### src/rtl/lru_pkg.sv
package lru_pkg;

    typedef enum logic [1:0] {
        UPD_NONE  = 2'd0,
        UPD_TOUCH = 2'd1,
        UPD_FILL  = 2'd2
    } upd_kind_e;

    // Fill outranks touch when both strobes are high.
    function automatic upd_kind_e pick_kind(input logic touch, input logic fill);
        if (fill)
            return UPD_FILL;
        else if (touch)
            return UPD_TOUCH;
        return UPD_NONE;
    endfunction

    function automatic int idx_width(input int n);
        return (n > 1) ? $clog2(n) : 1;
    endfunction

endpackage

### src/rtl/lru_age_victim.sv
module lru_age_victim
    import lru_pkg::*;
#(
    parameter int WAYS = 4,
    parameter int AW   = idx_width(WAYS)
) (
    input  logic                   clk,
    input  logic                   rst,
    input  logic [WAYS-1:0][AW-1:0] age_q,
    input  logic [WAYS-1:0]        way_valid,
    output logic [AW-1:0]          victim
);
    localparam logic [AW-1:0] OLDEST = AW'(WAYS - 1);

    logic          any_invalid;
    logic [AW-1:0] inv_idx;
    logic [AW-1:0] old_idx;

    // Lowest-numbered invalid way: scan downward so the last hit is the lowest index.
    always_comb begin
        inv_idx = '0;
        for (int w = WAYS - 1; w >= 0; w--) begin
            if (!way_valid[w])
                inv_idx = AW'(w);
        end
    end

    // Oldest way: exactly one way carries the top age.
    always_comb begin
        old_idx = '0;
        for (int w = 0; w < WAYS; w++) begin
            if (age_q[w] == OLDEST)
                old_idx = AW'(w);
        end
    end

    assign any_invalid = ~&way_valid;
    assign victim      = any_invalid ? inv_idx : old_idx;

    // an invalid way is always preferred over age order.
    assert_invalid_first_R2: assert property (@(posedge clk) disable iff (rst)
        any_invalid |-> !way_valid[victim]);

endmodule

### src/rtl/lru_age_update.sv
module lru_age_update
    import lru_pkg::*;
#(
    parameter int WAYS = 4,
    parameter int AW   = idx_width(WAYS)
) (
    input  logic [WAYS-1:0][AW-1:0] age_q,
    input  upd_kind_e              kind,
    input  logic [AW-1:0]          touch_way,
    input  logic [AW-1:0]          victim,
    output logic                   upd_en,
    output logic [WAYS-1:0][AW-1:0] age_d
);
    logic [AW-1:0] target;
    logic [AW-1:0] target_age;

    assign target     = (kind == UPD_FILL) ? victim : touch_way;
    assign target_age = age_q[target];
    assign upd_en     = (kind != UPD_NONE);

    // Promote the target to age 0. Only younger ways shift back by one,
    // so the relative order of every other way is kept.
    always_comb begin
        for (int w = 0; w < WAYS; w++) begin
            if (AW'(w) == target)
                age_d[w] = '0;
            else if (age_q[w] < target_age)
                age_d[w] = age_q[w] + AW'(1);
            else
                age_d[w] = age_q[w];
        end
    end

endmodule

### src/rtl/lru_age_store.sv
module lru_age_store
    import lru_pkg::*;
#(
    parameter int WAYS = 4,
    parameter int AW   = idx_width(WAYS)
) (
    input  logic                   clk,
    input  logic                   rst,
    input  logic                   upd_en,
    input  logic [WAYS-1:0][AW-1:0] age_d,
    output logic [WAYS-1:0][AW-1:0] age_q
);
    generate
        if (WAYS == 2) begin : g_pair
            // One bit names the least recently used way.
            logic lru_q;
            always_ff @(posedge clk) begin
                if (rst)
                    lru_q <= 1'b1;
                else if (upd_en)
                    lru_q <= age_d[1][0];
            end
            always_comb begin
                age_q[0] = AW'(~lru_q);
                age_q[1] = AW'(lru_q);
            end
        end else begin : g_wide
            logic [WAYS-1:0][AW-1:0] age_r;
            always_ff @(posedge clk) begin
                if (rst) begin
                    for (int w = 0; w < WAYS; w++)
                        age_r[w] <= AW'(w);
                end else if (upd_en) begin
                    age_r <= age_d;
                end
            end
            assign age_q = age_r;
        end
    endgenerate

    logic [WAYS-1:0] seen;
    always_comb begin
        seen = '0;
        for (int w = 0; w < WAYS; w++)
            seen[age_q[w]] = 1'b1;
    end

    // stored ages never collide.
    assert_ages_permutation_R8: assert property (@(posedge clk) disable iff (rst)
        $countones(seen) == WAYS);

endmodule

### src/rtl/age_lru_set.sv
module age_lru_set
    import lru_pkg::*;
#(
    parameter int WAYS = 4,
    localparam int AW  = idx_width(WAYS)
) (
    input  logic            clk,
    input  logic            rst,
    input  logic            touch_valid,
    input  logic [AW-1:0]   touch_way,
    input  logic            fill_req,
    input  logic [WAYS-1:0] way_valid,
    output logic [AW-1:0]   victim_way
);
    localparam logic [AW-1:0] OLDEST = AW'(WAYS - 1);

    logic [WAYS-1:0][AW-1:0] age_q;
    logic [WAYS-1:0][AW-1:0] age_d;
    logic                    upd_en;
    upd_kind_e               kind;

    assign kind = pick_kind(touch_valid, fill_req);

    lru_age_victim #(.WAYS(WAYS), .AW(AW)) u_victim (
        .clk       (clk),
        .rst       (rst),
        .age_q     (age_q),
        .way_valid (way_valid),
        .victim    (victim_way)
    );

    lru_age_update #(.WAYS(WAYS), .AW(AW)) u_update (
        .age_q     (age_q),
        .kind      (kind),
        .touch_way (touch_way),
        .victim    (victim_way),
        .upd_en    (upd_en),
        .age_d     (age_d)
    );

    lru_age_store #(.WAYS(WAYS), .AW(AW)) u_store (
        .clk    (clk),
        .rst    (rst),
        .upd_en (upd_en),
        .age_d  (age_d),
        .age_q  (age_q)
    );

    // Checker state: the update seen at the previous edge.
    upd_kind_e     chk_kind_q;
    logic [AW-1:0] chk_way_q;
    always_ff @(posedge clk) begin
        if (rst) begin
            chk_kind_q <= UPD_NONE;
            chk_way_q  <= '0;
        end else begin
            chk_kind_q <= kind;
            chk_way_q  <= fill_req ? victim_way : touch_way;
        end
    end

    // a touched way is youngest afterwards.
    assert_touch_mru_R4: assert property (@(posedge clk) disable iff (rst)
        (chk_kind_q == UPD_TOUCH) |-> (age_q[chk_way_q] == '0));

    // the filled victim (chosen before the edge) is youngest afterwards.
    assert_fill_mru_R5: assert property (@(posedge clk) disable iff (rst)
        (chk_kind_q == UPD_FILL) |-> (age_q[chk_way_q] == '0));

    // with every way valid, the victim is the oldest way.
    assert_victim_oldest_R3: assert property (@(posedge clk) disable iff (rst)
        (&way_valid) |-> (age_q[victim_way] == OLDEST));

    // without strobes and with stable valid bits, the victim holds.
    assert_idle_hold_R7: assert property (@(posedge clk) disable iff (rst)
        (!touch_valid && !fill_req) |=> (!$stable(way_valid) || $stable(victim_way)));

endmodule

### config.mk
export PLATFORM = sky130hd
export DESIGN_NAME = age_lru_set
export DESIGN_NICKNAME = d
export VERILOG_FILES = /design/src/rtl/lru_pkg.sv /design/src/rtl/lru_age_victim.sv /design/src/rtl/lru_age_update.sv /design/src/rtl/lru_age_store.sv /design/src/rtl/age_lru_set.sv
export SDC_FILE = /design/constraint.sdc
export NUM_CORES = 1
export LEC_CHECK = 0
export BUFFER_PORTS_ARGS = -buffer_cell sky130_fd_sc_hd__buf_2
export CORE_MARGIN = 1.5
export CORE_UTILIZATION = 56
export DETAILED_ROUTE_END_ITERATION = 10
export MAX_ROUTING_LAYER = met4
export PLACE_DENSITY = 0.79
export SYNTH_ARGS = -nofsm -noshare
export SYNTH_HDL_FRONTEND = slang
export SYNTH_SLANG_ARGS = --single-unit
### constraint.sdc
create_clock -name clk -period 3.04 [get_ports clk]
set_clock_uncertainty 0.2 [all_clocks]
set_input_delay 0.608 -clock clk [delete_from_list [all_inputs] [get_ports clk]]
set_output_delay 0.608 -clock clk [all_outputs]
set_load 0.01 [all_outputs]
Word level (Yosys, flattened, before mapping)
Index checks and enable logic that the tools add are counted.
Widths: inputs -> output; s select.
{"block": "word_totals", "regBits": 8, "input_bits": 10, "output_inout_bits": 2, "wordCells": 55}
{"block": "classes", "n_addsub": 4, "magnitude_cmp": 5, "n_eq_ne": 7, "n_mux": 24, "reduce_logical": 11}
{"cell": "$mux 2", "count": 20}
{"cell": "$reduce_bool 2->1", "count": 5}
{"cell": "$add 2x1->2 const B", "count": 4}
{"cell": "$eq 2x2->1 const B", "count": 4}
{"cell": "$lt 2x2->1", "count": 4}
{"cell": "$reduce_and 2->1", "count": 4}
{"cell": "$bmux 2 s2", "count": 1}
{"cell": "$eq 2x2->1 const A", "count": 2}
{"cell": "$reduce_and 4->1", "count": 1}
{"cell": "$lt 2x3->1 const B", "count": 1}
{"cell": "$mux 1", "count": 3}
{"cell": "$eq 1x2->1 const A", "count": 1}
{"cell": "$logic_not 2->1", "count": 1}

Depth between registers and ports, before layout
{"block": "depth", "depth_word": 11, "depth_mapped": 10, "depth_no_buf": 8}

Modules after synthesis
From an unflattened synthesis, not the netlist that was laid out.
{"block": "hier_totals", "hier_cells": 76, "hier_area_um2": 645.6}
{"module": "lru_age_store", "n_inst": 1, "cells_per_inst": 26, "area_per_inst_um2": 296.5, "seq_area_each_um2": 160.2}
{"module": "lru_age_update", "n_inst": 1, "cells_per_inst": 40, "area_per_inst_um2": 281.5, "seq_area_each_um2": 0.0}
{"module": "lru_age_victim", "n_inst": 1, "cells_per_inst": 8, "area_per_inst_um2": 57.6, "seq_area_each_um2": 0.0}
{"module": "age_lru_set", "n_inst": 1, "cells_per_inst": 2, "area_per_inst_um2": 10.0, "seq_area_each_um2": 0.0}

Worst setup path before layout
No wires, ideal clock.
{"block": "synth_timing", "path_type": "input port to flip-flop", "from": "input fill_req", "to": "register u_store.g_wide.age_r, in the netlist u_store.age_q[7]", "setup_ns": 0.122, "arrival_time_ns": 2.258, "required_ns": 2.718, "path_slack_ns": 0.460, "path_stages": 8, "path_buffers": 2, "cell_sequence": "buf_2 -> o21ai_0 -> a41o_1 -> buf_2 -> mux2_2 -> o32ai_1 -> nand2_1 -> a221o_1"}
{"block": "synth_via", "elab_chain_len": 9, "word_cells_on_any_way": 13, "cone_classes": "order compare (1); eq/ne (2); mux (7); reduce/logical (3)"}
{"item": "from (decl)", "line": "age_lru_set.sv:11", "rtl": "input logic fill_req,"}
{"item": "$mux 2 or $mux 1 (tied branches)", "line": "lru_pkg.sv:11", "rtl": "if (fill)"}
{"item": "$mux 2 (*)", "line": "lru_pkg.sv:15", "rtl": "return UPD_NONE;"}
{"item": "$eq 2x2->1", "line": "lru_age_update.sv:17", "rtl": "assign target = (kind == UPD_FILL) ? victim : touch_way;"}
{"item": "$mux 2", "line": "lru_age_update.sv:17"}
{"item": "$bmux 2 s2", "line": "lru_age_update.sv:18", "rtl": "assign target_age = age_q[target];"}
{"item": "$mux 2 (not written as such)", "line": "lru_age_update.sv:18"}
{"item": "$lt 2x2->1", "line": "lru_age_update.sv:27", "rtl": "else if (age_q[w] < target_age)"}
{"item": "$reduce_bool 2->1 (no source line)"}
{"item": "$reduce_and 2->1 (no source line)"}
{"item": "to (signal, indexed assignment)", "line": "lru_age_store.sv:32", "rtl": "age_r[w] <= AW'(w);"}
{"item": "to (signal assigned)", "line": "lru_age_store.sv:34", "rtl": "age_r <= age_d;"}
{"item": "to (decl)", "line": "lru_age_store.sv:28", "rtl": "logic [WAYS-1:0][AW-1:0] age_r;"}
Every way passes the cells marked *; elsewhere a longest branch is shown, timed or not. The select of a mux whose other input is x is not followed.
A chain may end at the register's enable or synchronous reset.

Final worst setup path
{"block": "layout_timing", "from": "register u_store.g_wide.age_r, in the netlist u_store.age_q[7]", "to": "register u_store.g_wide.age_r, in the netlist u_store.age_q[3]"}
{"block": "layout_via", "elab_chain_len": 9, "word_cells_on_any_way": 11, "cone_classes": "order compare (1); eq/ne (2); mux (6); reduce/logical (2)"}
{"item": "$eq 2x2->1", "line": "lru_age_victim.sv:32", "rtl": "if (age_q[w] == OLDEST)"}
{"item": "$mux 2", "line": "lru_age_victim.sv:32"}
{"item": "$mux 2", "line": "lru_age_victim.sv:38", "rtl": "assign victim = any_invalid ? inv_idx : old_idx;"}
{"item": "$mux 2", "line": "lru_age_update.sv:17"}
{"item": "$bmux 2 s2", "line": "lru_age_update.sv:18"}
{"item": "$mux 2 (not written as such)", "line": "lru_age_update.sv:18"}
{"item": "$lt 2x2->1", "line": "lru_age_update.sv:27"}
{"item": "$reduce_bool 2->1 (no source line)"}
{"item": "$reduce_and 2->1 (no source line)"}
Parallel ways exist; a longest one is shown, timed or not. The select of a mux whose other input is x is not followed.

==> flow_summary.json <==
{
  "status": "finished, final reports clean",
  "grtUsageTotal_pct": 28.8,
  "tightest_slew_ns": 0.666,
  "layout-drive-gt1-share_pct": 23.4,
  "leakage_nw": 0.409,
  "slew_headroom_pct": 55.4,
  "setup_tns_ns": 0,
  "final_area_um2": 976,
  "max-vdd-ir-drop_v": 0.000268,
  "crit_required_ns": 3.00,
  "synthTopCellsByCount": "o21ai_0 (11), a21oi_1 (9), dfxtp_1 (8), nor2_1 (8), nand2_1 (6)",
  "switching_share_pct": 39.1,
  "synthArstFlopShare_pct": 0,
  "dp_hpwl_um": 1720,
  "ios": 12,
  "power_w": 0.000427,
  "row_count": 14,
  "setup.worst_path.class": "reg -> reg",
  "postPlaceCellArea_um2": 953,
  "power_density_nw_per_um2": 437,
  "drtIter0Drc": 55,
  "start_util_pct": 58.8,
  "hold_path_end": "u_store.age_q[4]$_SDFFE_PP0P_",
  "yosys_most_used_dff": "dfxtp_1",
  "crit_path_start_kind": "register",
  "p_int_w": 0.000260,
  "synth_edf_count": 0,
  "cts_resized": 0,
  "synth_most_common_cell": "o21ai_0",
  "grt-ovfl-total": 0,
  "synth_area_leaders": "dfxtp_1 (18%), o21ai_0 (6.4%), a21oi_1 (5.2%)",
  "largest_register_ffs": 8,
  "cts.htree.levels": 1,
  "vias": 938,
  "drc": 0,
  "antenna_found_initial": 0,
  "grt_pass1_vias": 825,
  "cts_buffer_depth": 2,
  "reg2reg_depth": 8,
  "utilization_pct": 66.3,
  "numCtsBuffers": 3,
  "synth_cells": 112,
  "drv_slew": 0,
  "arrival_ns": 2.73,
  "cts_tree": "done",
  "routedWlPerCell_um": 16.3,
  "die_w_um": 42.3,
  "grt_setup_unrepaired": "no",
  "seqPwrFrac_pct": 31.9,
  "hp-class": "reg -> reg",
  "gp_congestion": 0.891,
  "drt-total-wl_um": 2280,
  "p_comb_share_pct": 48.9,
  "synth_cell_types": 43,
  "period_minus_slack_ns": 2.77,
  "synth_area_um2": 866,
  "hold_start": "u_store.age_q[4]$_SDFFE_PP0P_",
  "die_area_um2": 1790,
  "antenna_cells": 0,
  "multi_input_area_um2": 647,
  "avgSynthCellArea_um2": 7.73,
  "netlist.area_leader.share_pct": 18.5,
  "setup_viol": 0,
  "grt_max_degree": 13,
  "nFillCells": 130,
  "die_y_um": 42.3,
  "yosysWarningCount": 0,
  "detail-route-antenna-nets": 0,
  "grt_first_pass_wirelength_um": 3790,
  "ys_ff_latch": 8,
  "hold_violations": 0,
  "cts_hold_buf": 0,
  "area_delta_synth_final_pct": 12.7,
  "crit_fanout": 12,
  "clockRootBuffer": "clkbuf_4",
  "regArea_um2": 160,
  "min_path_cells": 2,
  "pwr-share-clk_pct": 19.2,
  "reg2reg_slack_ns": 0.27,
  "r2r_end": "u_store.age_q[3]$_SDFFE_PP0P_",
  "synth_area_leader_cell": "dfxtp_1",
  "final_nets": 139,
  "viasPerCell": 6.70,
  "synth_nets": 125,
  "seq_area_frac_synth_pct": 18.5,
  "core_um2": 1470,
  "critPathCaptureType": "register",
  "worstSkewPairLatency_ns": 0.26,
  "worstReg2RegStart": "u_store.age_q[7]$_SDFFE_PP1P_",
  "cp-startpoint": "u_store.age_q[7]$_SDFFE_PP1P_",
  "fmaxAchievable_ghz": 0.361,
  "cts_setup_buffers": 0,
  "first_pass_iters": 4,
  "clkTransAtPathRegs_ns": 0.05,
  "cts_sinks": 8,
  "power.switching_w": 0.000167,
  "port_buffers": 11,
  "period_share_pct": 91.2,
  "cap_violations": 0
}
## cell usage in the layout (no fill, tap or decap), types with 4 or more instances in the layout
master / instances
buf_4: 7
nor2b_1: 4
dfxtp_1: 8
nor2_1: 8
mux2i_1: 4
a21oi_1: 9
buf_2: 11
nand3_1: 5
inv_1: 5
nand2_1: 6
o21ai_0: 11
## critical path, cell delays in order, from the launching register on
cell	delay (ns)
dfxtp_1	0.41
ha_1	0.24
nand4bb_4	0.24
a41oi_4	0.45
mux2i_1	0.16
mux2_4	0.32
or2_0	0.23
maj3_2	0.31
o32ai_1	0.12
## how the worst max path moves through the flow
stage / end / cells past startpoint
global route: u_store.age_q[1]$_SDFFE_PP0P_ / 9
detailed placement: u_store.age_q[1]$_SDFFE_PP0P_ / 8
global placement: u_store.age_q[7]$_SDFFE_PP1P_ / 7
floorplan: u_store.age_q[7]$_SDFFE_PP1P_ / 8
finish: u_store.age_q[3]$_SDFFE_PP0P_ / 8
CTS: u_store.age_q[3]$_SDFFE_PP0P_ / 8
## power groups by stage
stage / Clock [W] / Combinational [W] / Sequential, W
4_1_cts: 0.0000850 / 0.000206 / 0.000136
3_3_place_gp: 0 / 0.000199 / 0.000138
6_report: 0.0000819 / 0.000209 / 0.000136
2_1_floorplan: 0 / 0.000153 / 0.000134
3_5_place_dp: 0 / 0.000205 / 0.000138
5_1_grt: 0.0000908 / 0.000232 / 0.000138
## through the flow
stage,instances,hold slack (ns),setup slack (ns)
after floorplan,112,0.323,0.460
after global placement,137,0.377,0.298
after detailed placement,137,0.391,0.216
after CTS,140,0.400,0.276
after global routing,140,0.423,0.102
final,140,0.405,0.269
## area by class of cell
class	instances	area share (%)
multi-input cells	90	66.3
flip-flops and latches	8	16.4
repair buffers	18	11.0
clock buffers	3	2.31
well taps	16	2.05
inverters	5	1.92
## logic make-up (layout without fill, tap and decap cells)
kind of cell / count (synthesis) / count (layout) / synth area share [%]
simple gates: 34 / 34 / 22.1
flops: 8 / 8 / 18.5
compound gates: 44 / 44 / 36.7
mux: 8 / 8 / 10.3
fa+ha+maj: 4 / 4 / 5.64
buf+inv: 14 / 26 / 6.79
## metal layers
layer  wire length [um]  vias to the layer above  global-route usage, %
met5                  0                        -                      -
li1                   -                      458                      -
met4                 40                        0                   10.0
met3                156                        7                   6.47
met1                918                      427                   34.2
met2               1160                       46                   47.7
No activity file was read; power rests on OpenSTA's default activity.
